**config.mk**
```make
export PLATFORM = sky130hd
export DESIGN_NAME = gpio_irq_ctrl
export DESIGN_NICKNAME = d
export VERILOG_FILES = /design/src/rtl/gpio_irq_pkg.sv /design/src/rtl/gpio_irq_sync.sv /design/src/rtl/gpio_irq_lane_mux.sv /design/src/rtl/gpio_irq_slot.sv /design/src/rtl/gpio_irq_regs.sv /design/src/rtl/gpio_irq_ctrl.sv
export SDC_FILE = /design/constraint.sdc
export NUM_CORES = 1
export LEC_CHECK = 0
export BUFFER_PORTS_ARGS = -buffer_cell sky130_fd_sc_hd__buf_2
export CAP_MARGIN = 15
export CORE_MARGIN = 4
export CORE_UTILIZATION = 51
export DETAILED_ROUTE_END_ITERATION = 6
export PLACE_DENSITY = 0.79
export SYNTH_ARGS = -nofsm -noshare
export SYNTH_HDL_FRONTEND = slang
export SYNTH_SLANG_ARGS = --single-unit
```
**constraint.sdc**
```tcl
create_clock -name clk -period 1.85 [get_ports clk]
set_clock_uncertainty 0.05 [all_clocks]
set_input_delay 0.185 -clock clk [delete_from_list [all_inputs] [get_ports clk]]
set_output_delay 0.185 -clock clk [all_outputs]
set_load 0.03 [all_outputs]
```
**src/rtl/gpio_irq_pkg.sv**
```systemverilog
package gpio_irq_pkg;

  localparam int unsigned TRIG_W = 3;

  typedef enum logic [TRIG_W-1:0] {
    TRIG_OFF  = 3'd0,
    TRIG_HIGH = 3'd1,
    TRIG_LOW  = 3'd2,
    TRIG_SET  = 3'd3,
    TRIG_RSVD = 3'd4,
    TRIG_RISE = 3'd5,
    TRIG_FALL = 3'd6,
    TRIG_ANY  = 3'd7
  } trig_e;

  localparam logic [2:0] RA_TRIG   = 3'd0;
  localparam logic [2:0] RA_GSEL   = 3'd1;
  localparam logic [2:0] RA_MASK   = 3'd2;
  localparam logic [2:0] RA_ACK    = 3'd3;
  localparam logic [2:0] RA_RAW    = 3'd4;
  localparam logic [2:0] RA_MASKED = 3'd5;

  function automatic logic is_edge_mode(logic [TRIG_W-1:0] m);
    return (m == TRIG_RISE) || (m == TRIG_FALL) || (m == TRIG_ANY);
  endfunction

endpackage

```
**src/rtl/gpio_irq_sync.sv**
```systemverilog
module gpio_irq_sync #(
  parameter int unsigned W = 8
) (
  input  logic         clk,
  input  logic         rst_n,
  input  logic [W-1:0] d,
  output logic [W-1:0] q
);

  logic [W-1:0] meta_q;
  logic [W-1:0] stab_q;

  always_ff @(posedge clk or negedge rst_n) begin
    if (!rst_n) begin
      meta_q <= '0;
      stab_q <= '0;
    end else begin
      meta_q <= d;
      stab_q <= meta_q;
    end
  end

  assign q = stab_q;

endmodule

```
**src/rtl/gpio_irq_lane_mux.sv**
```systemverilog
module gpio_irq_lane_mux #(
  parameter int unsigned NUM_SLOTS  = 8,
  parameter int unsigned LANE_W     = 8,
  parameter int unsigned NUM_GROUPS = 16,
  parameter int unsigned GSEL_W     = 4,
  localparam int unsigned PIN_W     = NUM_GROUPS * LANE_W
) (
  input  logic [PIN_W-1:0]            pins,
  input  logic [NUM_SLOTS*GSEL_W-1:0] gsel,
  output logic [NUM_SLOTS-1:0]        tap
);

  for (genvar k = 0; k < NUM_SLOTS; k++) begin : g_slot
    logic [GSEL_W-1:0] sel;
    assign sel = gsel[k*GSEL_W +: GSEL_W];

    always_comb begin
      tap[k] = 1'b0;
      for (int g = 0; g < NUM_GROUPS; g++) begin
        if (sel == GSEL_W'(g)) tap[k] = pins[g*LANE_W + k];
      end
    end
  end

endmodule

```
**src/rtl/gpio_irq_slot.sv**
```systemverilog
module gpio_irq_slot
  import gpio_irq_pkg::*;
(
  input  logic              clk,
  input  logic              rst_n,
  input  logic [TRIG_W-1:0] mode,
  input  logic              pin_s,
  input  logic              ack,
  output logic              raw,
  output logic              edge_hit
);

  logic prev_q, prev_d;
  logic sticky_q, sticky_d;
  logic rise, fall, edge_mode;

  assign rise      = pin_s & ~prev_q;
  assign fall      = ~pin_s & prev_q;
  assign edge_mode = is_edge_mode(mode);

  always_comb begin
    unique case (trig_e'(mode))
      TRIG_RISE: edge_hit = rise;
      TRIG_FALL: edge_hit = fall;
      TRIG_ANY:  edge_hit = rise | fall;
      default:   edge_hit = 1'b0;
    endcase
  end

  always_comb begin
    prev_d   = pin_s;
    sticky_d = edge_mode ? (edge_hit | (sticky_q & ~ack)) : 1'b0;
  end

  always_ff @(posedge clk or negedge rst_n) begin
    if (!rst_n) begin
      prev_q   <= 1'b0;
      sticky_q <= 1'b0;
    end else begin
      prev_q   <= prev_d;
      sticky_q <= sticky_d;
    end
  end

  always_comb begin
    unique case (trig_e'(mode))
      TRIG_HIGH: raw = pin_s;
      TRIG_LOW:  raw = ~pin_s;
      TRIG_SET:  raw = 1'b1;
      TRIG_RISE,
      TRIG_FALL,
      TRIG_ANY:  raw = sticky_q;
      default:   raw = 1'b0;
    endcase
  end

endmodule

```
**src/rtl/gpio_irq_regs.sv**
```systemverilog
module gpio_irq_regs
  import gpio_irq_pkg::*;
#(
  parameter int unsigned NUM_SLOTS = 8,
  parameter int unsigned GSEL_W    = 4,
  parameter int unsigned DATA_W    = 32,
  parameter int unsigned ADDR_W    = 3,
  localparam int unsigned TCFG_W   = NUM_SLOTS * TRIG_W,
  localparam int unsigned GCFG_W   = NUM_SLOTS * GSEL_W
) (
  input  logic                 clk,
  input  logic                 rst_n,
  input  logic                 reg_we,
  input  logic [ADDR_W-1:0]    reg_addr,
  input  logic [DATA_W-1:0]    reg_wdata,
  input  logic [NUM_SLOTS-1:0] raw,
  output logic [DATA_W-1:0]    reg_rdata,
  output logic [TCFG_W-1:0]    trig_cfg,
  output logic [GCFG_W-1:0]    gsel_cfg,
  output logic [NUM_SLOTS-1:0] mask,
  output logic [NUM_SLOTS-1:0] ack_pulse,
  output logic                 trig_we
);

  logic [TCFG_W-1:0]    trig_q, trig_d;
  logic [GCFG_W-1:0]    gsel_q, gsel_d;
  logic [NUM_SLOTS-1:0] mask_q, mask_d;
  logic                 gsel_we, mask_we;

  assign trig_we = reg_we && (reg_addr == ADDR_W'(RA_TRIG));
  assign gsel_we = reg_we && (reg_addr == ADDR_W'(RA_GSEL));
  assign mask_we = reg_we && (reg_addr == ADDR_W'(RA_MASK));

  assign ack_pulse = (reg_we && (reg_addr == ADDR_W'(RA_ACK)))
                     ? reg_wdata[NUM_SLOTS-1:0] : '0;

  always_comb begin
    trig_d = trig_q;
    gsel_d = gsel_q;
    mask_d = mask_q;
    if (trig_we) trig_d = reg_wdata[TCFG_W-1:0];
    if (gsel_we) gsel_d = reg_wdata[GCFG_W-1:0];
    if (mask_we) mask_d = reg_wdata[NUM_SLOTS-1:0];
  end

  always_ff @(posedge clk or negedge rst_n) begin
    if (!rst_n) begin
      trig_q <= '0;
      gsel_q <= '0;
      mask_q <= '0;
    end else begin
      if (trig_we) trig_q <= trig_d;
      if (gsel_we) gsel_q <= gsel_d;
      if (mask_we) mask_q <= mask_d;
    end
  end

  always_comb begin
    reg_rdata = '0;
    case (reg_addr)
      ADDR_W'(RA_TRIG):   reg_rdata = DATA_W'(trig_q);
      ADDR_W'(RA_GSEL):   reg_rdata = DATA_W'(gsel_q);
      ADDR_W'(RA_MASK):   reg_rdata = DATA_W'(mask_q);
      ADDR_W'(RA_RAW):    reg_rdata = DATA_W'(raw);
      ADDR_W'(RA_MASKED): reg_rdata = DATA_W'(raw & mask_q);
      default:            reg_rdata = '0;
    endcase
  end

  assign trig_cfg = trig_q;
  assign gsel_cfg = gsel_q;
  assign mask     = mask_q;

endmodule

```
**src/rtl/gpio_irq_ctrl.sv**
```systemverilog
module gpio_irq_ctrl
  import gpio_irq_pkg::*;
#(
  parameter int unsigned NUM_PORTS = 4,
  parameter int unsigned PORT_W    = 32,
  parameter int unsigned LANE_W    = 8,
  parameter int unsigned DATA_W    = 32,
  parameter int unsigned ADDR_W    = 3,
  localparam int unsigned NUM_SLOTS  = LANE_W,
  localparam int unsigned PIN_W      = NUM_PORTS * PORT_W,
  localparam int unsigned NUM_GROUPS = PIN_W / LANE_W,
  localparam int unsigned GSEL_W     = $clog2(NUM_GROUPS)
) (
  input  logic              clk,
  input  logic              rst_n,
  input  logic [PIN_W-1:0]  gpio_in,
  input  logic              reg_we,
  input  logic [ADDR_W-1:0] reg_addr,
  input  logic [DATA_W-1:0] reg_wdata,
  output logic [DATA_W-1:0] reg_rdata,
  output logic              irq
);

  logic [NUM_SLOTS*TRIG_W-1:0] trig_cfg;
  logic [NUM_SLOTS*GSEL_W-1:0] gsel_cfg;
  logic [NUM_SLOTS-1:0]        mask;
  logic [NUM_SLOTS-1:0]        ack_pulse;
  logic                        trig_we;
  logic [NUM_SLOTS-1:0]        pin_tap;
  logic [NUM_SLOTS-1:0]        pin_sync;
  logic [NUM_SLOTS-1:0]        raw_status;
  logic [NUM_SLOTS-1:0]        edge_hit;
  logic                        irq_q, irq_d;

  gpio_irq_regs #(
    .NUM_SLOTS(NUM_SLOTS),
    .GSEL_W   (GSEL_W),
    .DATA_W   (DATA_W),
    .ADDR_W   (ADDR_W)
  ) u_regs (
    .clk      (clk),
    .rst_n    (rst_n),
    .reg_we   (reg_we),
    .reg_addr (reg_addr),
    .reg_wdata(reg_wdata),
    .raw      (raw_status),
    .reg_rdata(reg_rdata),
    .trig_cfg (trig_cfg),
    .gsel_cfg (gsel_cfg),
    .mask     (mask),
    .ack_pulse(ack_pulse),
    .trig_we  (trig_we)
  );

  gpio_irq_lane_mux #(
    .NUM_SLOTS (NUM_SLOTS),
    .LANE_W    (LANE_W),
    .NUM_GROUPS(NUM_GROUPS),
    .GSEL_W    (GSEL_W)
  ) u_mux (
    .pins(gpio_in),
    .gsel(gsel_cfg),
    .tap (pin_tap)
  );

  gpio_irq_sync #(.W(NUM_SLOTS)) u_sync (
    .clk  (clk),
    .rst_n(rst_n),
    .d    (pin_tap),
    .q    (pin_sync)
  );

  for (genvar k = 0; k < NUM_SLOTS; k++) begin : g_slot
    gpio_irq_slot u_slot (
      .clk     (clk),
      .rst_n   (rst_n),
      .mode    (trig_cfg[k*TRIG_W +: TRIG_W]),
      .pin_s   (pin_sync[k]),
      .ack     (ack_pulse[k]),
      .raw     (raw_status[k]),
      .edge_hit(edge_hit[k])
    );
  end

  assign irq_d = |(raw_status & mask);

  always_ff @(posedge clk or negedge rst_n) begin
    if (!rst_n) irq_q <= 1'b0;
    else        irq_q <= irq_d;
  end

  assign irq = irq_q;

endmodule

```
-- Word level (Yosys, flattened, before mapping)
Cells that the tools add are included.
W data, S select, Z words.
- register bits after elaboration: 97
- output and inout bits: 33
- input port bits: 166
- logic and storage cells: 453
- multiplexer cells: 154
- bitwise gates (word level): 66
- equality and inequality tests: 173
- reductions and logical operators: 38
- operator list (kind ; number):
    $eq A4 B4 Y1 const B ; 64
    $pmux W32 S5 ; 1
    $mux W1 ; 136
    $eq A4 B3 Y1 const B ; 32
    $eq A3 B3 Y1 const B ; 26
    $eq A4 B2 Y1 const B ; 16
    $eq A3 B2 Y1 const B ; 18
    $eq A4 B1 Y1 const B ; 8
    $logic_not A4 Y1 ; 8
    $pmux W1 S4 ; 8
    $eq A3 B1 Y1 const B ; 9
    $and A1 B1 Y1 ; 24
    $not A1 Y1 ; 24
    $pmux W1 S3 ; 8
    $reduce_or A3 Y1 ; 8
    $and A8 B8 Y8 ; 2
    $logic_or A1 B1 Y1 ; 16
    $or A1 B1 Y1 ; 16
    $mux W8 ; 1
    $reduce_or A8 Y1 ; 1
    $logic_and A1 B1 Y1 ; 4
    $logic_not A3 Y1 ; 1

-- Depth between registers and ports, before layout
- depth after elaboration: 17
- depth in mapped cells: 6
- depth with buffers taken out: 6

-- Cells and area by module
From an unflattened synthesis, not the netlist that was laid out.
- cell total of the unflattened synthesis: 547
- area, all modules: 6058.3 um^2
- modules (own cells, without submodules) (module ; instances ; area each (um^2) ; cells an instance ; sequential area each (um^2)):
    gpio_irq_regs ; 1 ; 3029.2 ; 221 ; 1601.5
    gpio_irq_lane_mux ; 1 ; 1306.3 ; 160 ; 0.0
    gpio_irq_slot ; 8 ; 157.7 ; 18 ; 50.0
    gpio_irq_sync ; 1 ; 400.4 ; 16 ; 400.4
    gpio_irq_ctrl ; 1 ; 61.3 ; 6 ; 25.0

-- Worst setup path after synthesis
OpenSTA, ideal clock, no wires.
- path type: flip-flop to output port
- start: reg u_sync.stab_q[6] (netlist: u_sync.q[6])
- end: out reg_rdata[6]
- slack: 0.081 ns
- cell stages (with the launch flop): 5
- buffers on the path: 0
- data required time: 1.615 ns
- arrival: 1.534 ns
- path through: dfrtp_1 > mux2_2 > o221a_2 > o21ai_0 > o21ai_0
- word-level cells in the longest chain between the ends: 4
- RTL lines (what ; line ; text):
    from (decl) ; gpio_irq_sync.sv:11 ; logic [W-1:0] stab_q;
    from (signal assigned) ; gpio_irq_sync.sv:19 ; stab_q <= meta_q;
    $not A1 Y1 ; gpio_irq_slot.sv:48 ; TRIG_LOW: raw = ~pin_s;
    $pmux W1 S4 * ; gpio_irq_slot.sv:46 ; unique case (trig_e'(mode))
    $and A8 B8 Y8 ; gpio_irq_regs.sv:65 ; ADDR_W'(RA_MASKED): reg_rdata = DATA_W'(raw & mask_q);
    $pmux W32 S5 * ; gpio_irq_regs.sv:60 ; case (reg_addr)
    to (decl) ; gpio_irq_ctrl.sv:20 ; output logic [DATA_W-1:0] reg_rdata,
Every way passes the cells marked *; elsewhere a longest branch is shown, timed or not.

-- Final worst setup path
- start: reg u_sync.stab_q[3] (netlist: u_sync.q[3])
- end: out reg_rdata[3]
Same word-level chain as after synthesis.

==> results.md <==
- Share of the synthesized area in the top cell type: 42.13%
- Syn Nets: 669
- CP endpoint kind: output pin
- Crit-path slowest cell: dfrtp_1
- Final Setup Violations: 6
- Final estimated routing congestion in global placement: 0.8764
- Syn Inst Count: 487
- P&R area growth vs syn: 34.77%
- First-pass GRT wire length: 24760 um
- Async SR Flop Fraction: 100.0%
- Leakage power: 3.800 nW
- Final design utilization: 71.01%
- Worst Path Arrival: 1830 ps
- DRT iter0 DRCs: 280
- Number of global-route vias before repair: about 5.1k
- Die width: around 110 um
- Tot Pwr: 8.676 mW
- Final max-slew violation count: 0
- Power Density: 1117 nW/um^2
- Fin area: 7765 sq um
- Crit path max-delay family: compound AO/OA/AOI/OAI gates
- Non-Filler Instances: between 800 and 900
- Worst Hold Class: input pin to flip-flop
- Row cnt: 38
- Fin crit period: 2061 ps
- FF+latch area: roughly 2400 sq um
- Final Net Count: approximately 900
- Post-route worst setup slack: -211.0 ps
- I/O pin count: 199
- CP max FO: 2
- Slew @ Worst Pin: 408.5 ps
- Post-DP Area: 7008 sq um
- Synth area leader: dfrtp_1
- Status: complete, but fails checks
- WHS: 9.679 ps
- Area occupied by multi-input gates: 3217 sq um
- Failing checks: setup timing
- Vias per cell: ~5.6
- Clock buffer depth: 2
- Critical-path cell list: mux2_4 -> o221a_4 -> a31o_4 -> a22o_1 -> buf_6
- Post-DP HPWL: 11650 um
- Layout cells sized above 1: a little over half
- Register area share after synthesis: 42.13%
- Die span in y: ~110 um
- Clock-pin slew on the worst setup and hold paths: around 70 ps
- Total CTS buffers: 9
- Fin Setup TNS: -405.6 ps
- Total Wirelength: between 15000 and 20000 um
- Top cells by area, synth: dfrtp_1, mux2_2, mux4_2, mux2i_1, mux4_1
- Largest net degree at the start of global routing: 47
- FF+latch count, synth: 97
- FILL cells: 795
- Hold Vio Cnt, Final: 0
- Required @ worst endpoint: 1620 ps
- Syn avg cell area: 11.83 sq um
- Pre-antenna DRT Iters: 5
- IO Port Bufs: 198
- Top-count cell post-synth: dfrtp_1
- Crit Path Class: flip-flop to output pin
- Initial antenna violation count: 0
- Wire length per cell: 18.08 um
- Total gr overflow: 0
- Synth cell count leaders: dfrtp_1, mux2_2, o21ai_0
- Core Area: 10940 sq um
- Max Clk Rate: 0.4852 GHz
- Clk root buf: clkbuf_16
- Worst skew pair latency: around 340 ps
- Clock sinks: 97
- Unrepaired setup endpoints after global routing: yes
- Setup WS pre-CTS: -31.22 ps
- Gr usage total: between 20% and 30%
- CP bufs+invs: 1
- Antenna Nets Post-Route: 0
- Drt drc: 0
- Critical Path Start Type: flip-flop
- VDD IR max: 0.0005875 V
- Die Footprint: 13060 sq um
- Ant. Diodes: 0
- Post-Syn Area: 5762 sq um
- Critical path's largest stage delay: 390 ps
- Initial cell density of the core: 52.69%
- H-Tree Depth: 3
- Number of distinct library cells after synthesis: 49
- Worst slew margin: 72.76%
- Synth Flop Type: dfrtp_1
- Tcrit/Tclk final: 111.4%
- CTS tree: built
- Vias: 4876
- Number of synthesized flops with an enable pin: 0
- Max Cap Viol: 0
- Cells after DPL: 823
- Yosys warning count: 0
## worst paths after layout
check,end,slack [ps],cells after the start,from
max reg2reg,u_sync.meta_q[1],90,2,u_regs.gsel_cfg[4]
min in group asynchronous,u_regs.trig_cfg[6],270,2,rst_n
max in group asynchronous,u_regs.trig_cfg[15],820,3,rst_n
min,u_regs.gsel_cfg[24],10,3,reg_wdata[24]
max,reg_rdata[3],-210,5,u_sync.q[3]
min reg2reg,u_sync.q[0],310,0,u_sync.meta_q[0]
## cell type report
cell class	instances	area share, %
clock buffers	12	3.303
inverters	32	1.547
flip-flops and latches	97	31.39
well taps	140	2.256
multi-input cells	331	41.43
clock inverters	4	1.273
repair buffers	249	18.80
## repair_timing
| action | CTS | global route |
|---|---|---|
| pin swaps | 13 | 10 |
| gates resized for setup | 35 | 23 |
| setup endpoints to repair | 8 | 8 |
| hold endpoints to repair | 31 | 0 |
| setup buffers | 13 | 10 |
| hold buffers | 3 | 0 |
## cell usage in the layout (no fill, tap or decap), types with 2 or more instances in the layout
cell type,count
a211oi_1,8
a21oi_1,6
a22oi_1,2
a31oi_1,2
a32oi_1,2
and3_1,13
buf_12,3
buf_2,189
buf_4,49
buf_6,5
bufinv_16,3
clkbuf_16,9
clkbuf_8,2
dfrtp_1,89
dfrtp_2,8
dlygate4sd3_1,3
ha_1,16
inv_1,30
inv_2,2
mux2_1,6
mux2_2,56
mux2_4,3
mux2i_1,34
mux4_1,8
mux4_2,23
nand2_1,23
nand2b_1,11
nand3_1,2
nor2_1,31
nor2_2,3
nor2b_1,6
nor3_1,3
nor3b_1,2
o2111ai_1,2
o21ai_0,27
o21ai_1,6
o21ai_2,4
o221a_4,3
o221ai_2,3
or2_2,2
## worst register-to-register path, delay by kind of cell, from the launching register on
family / cells / cell delay, ps
flops: 1 / 510
mux: 2 / 1080
## layer usage
metal	up-vias	share of wire (%)	wire [um]	track usage, %
li1	2270	-	-	-
met1	2398	40	6223	29.14
met2	182	52	8107	43.40
met3	26	6.2	973	4.123
met4	0	2.2	337	7.997
met5	-	0	0	0
## report_power, final
group | leakage (nW) | internal (mW) | switching (mW) | total, mW
logic | 2.47 | 1.75 | 1.35 | 3.10
clock network | 0.173 | 1.40 | 0.787 | 2.19
registers | 1.16 | 2.74 | 0.644 | 3.39
## logic make-up (layout without fill, tap and decap cells)
| kind of cell | after synthesis | in the layout | share of synthesized area [%] |
|---|---|---|---|
| adder cells (fa/ha/maj) | 16 | 16 | 3.474 |
| flip-flops | 97 | 97 | 42.13 |
| AO/OA/AOI/OAI | 79 | 79 | 8.969 |
| AND/OR/NAND/NOR | 106 | 106 | 9.511 |
| multiplexers | 130 | 130 | 31.25 |
| buffers and inverters | 59 | 297 | 4.669 |
## state kept, by name, summed over array words and instances (netlist names)
| signal | flops |
|---|---|
| g_slot.u_slot.sticky_q | 8 |
| u_regs.gsel_cfg | 32 |
| irq | 1 |
| u_sync.meta_q | 8 |
| u_regs.mask | 8 |
| u_sync.q | 8 |
| g_slot.u_slot.prev_q | 8 |
| u_regs.trig_cfg | 24 |
No activity file was read; power rests on OpenSTA's default activity.
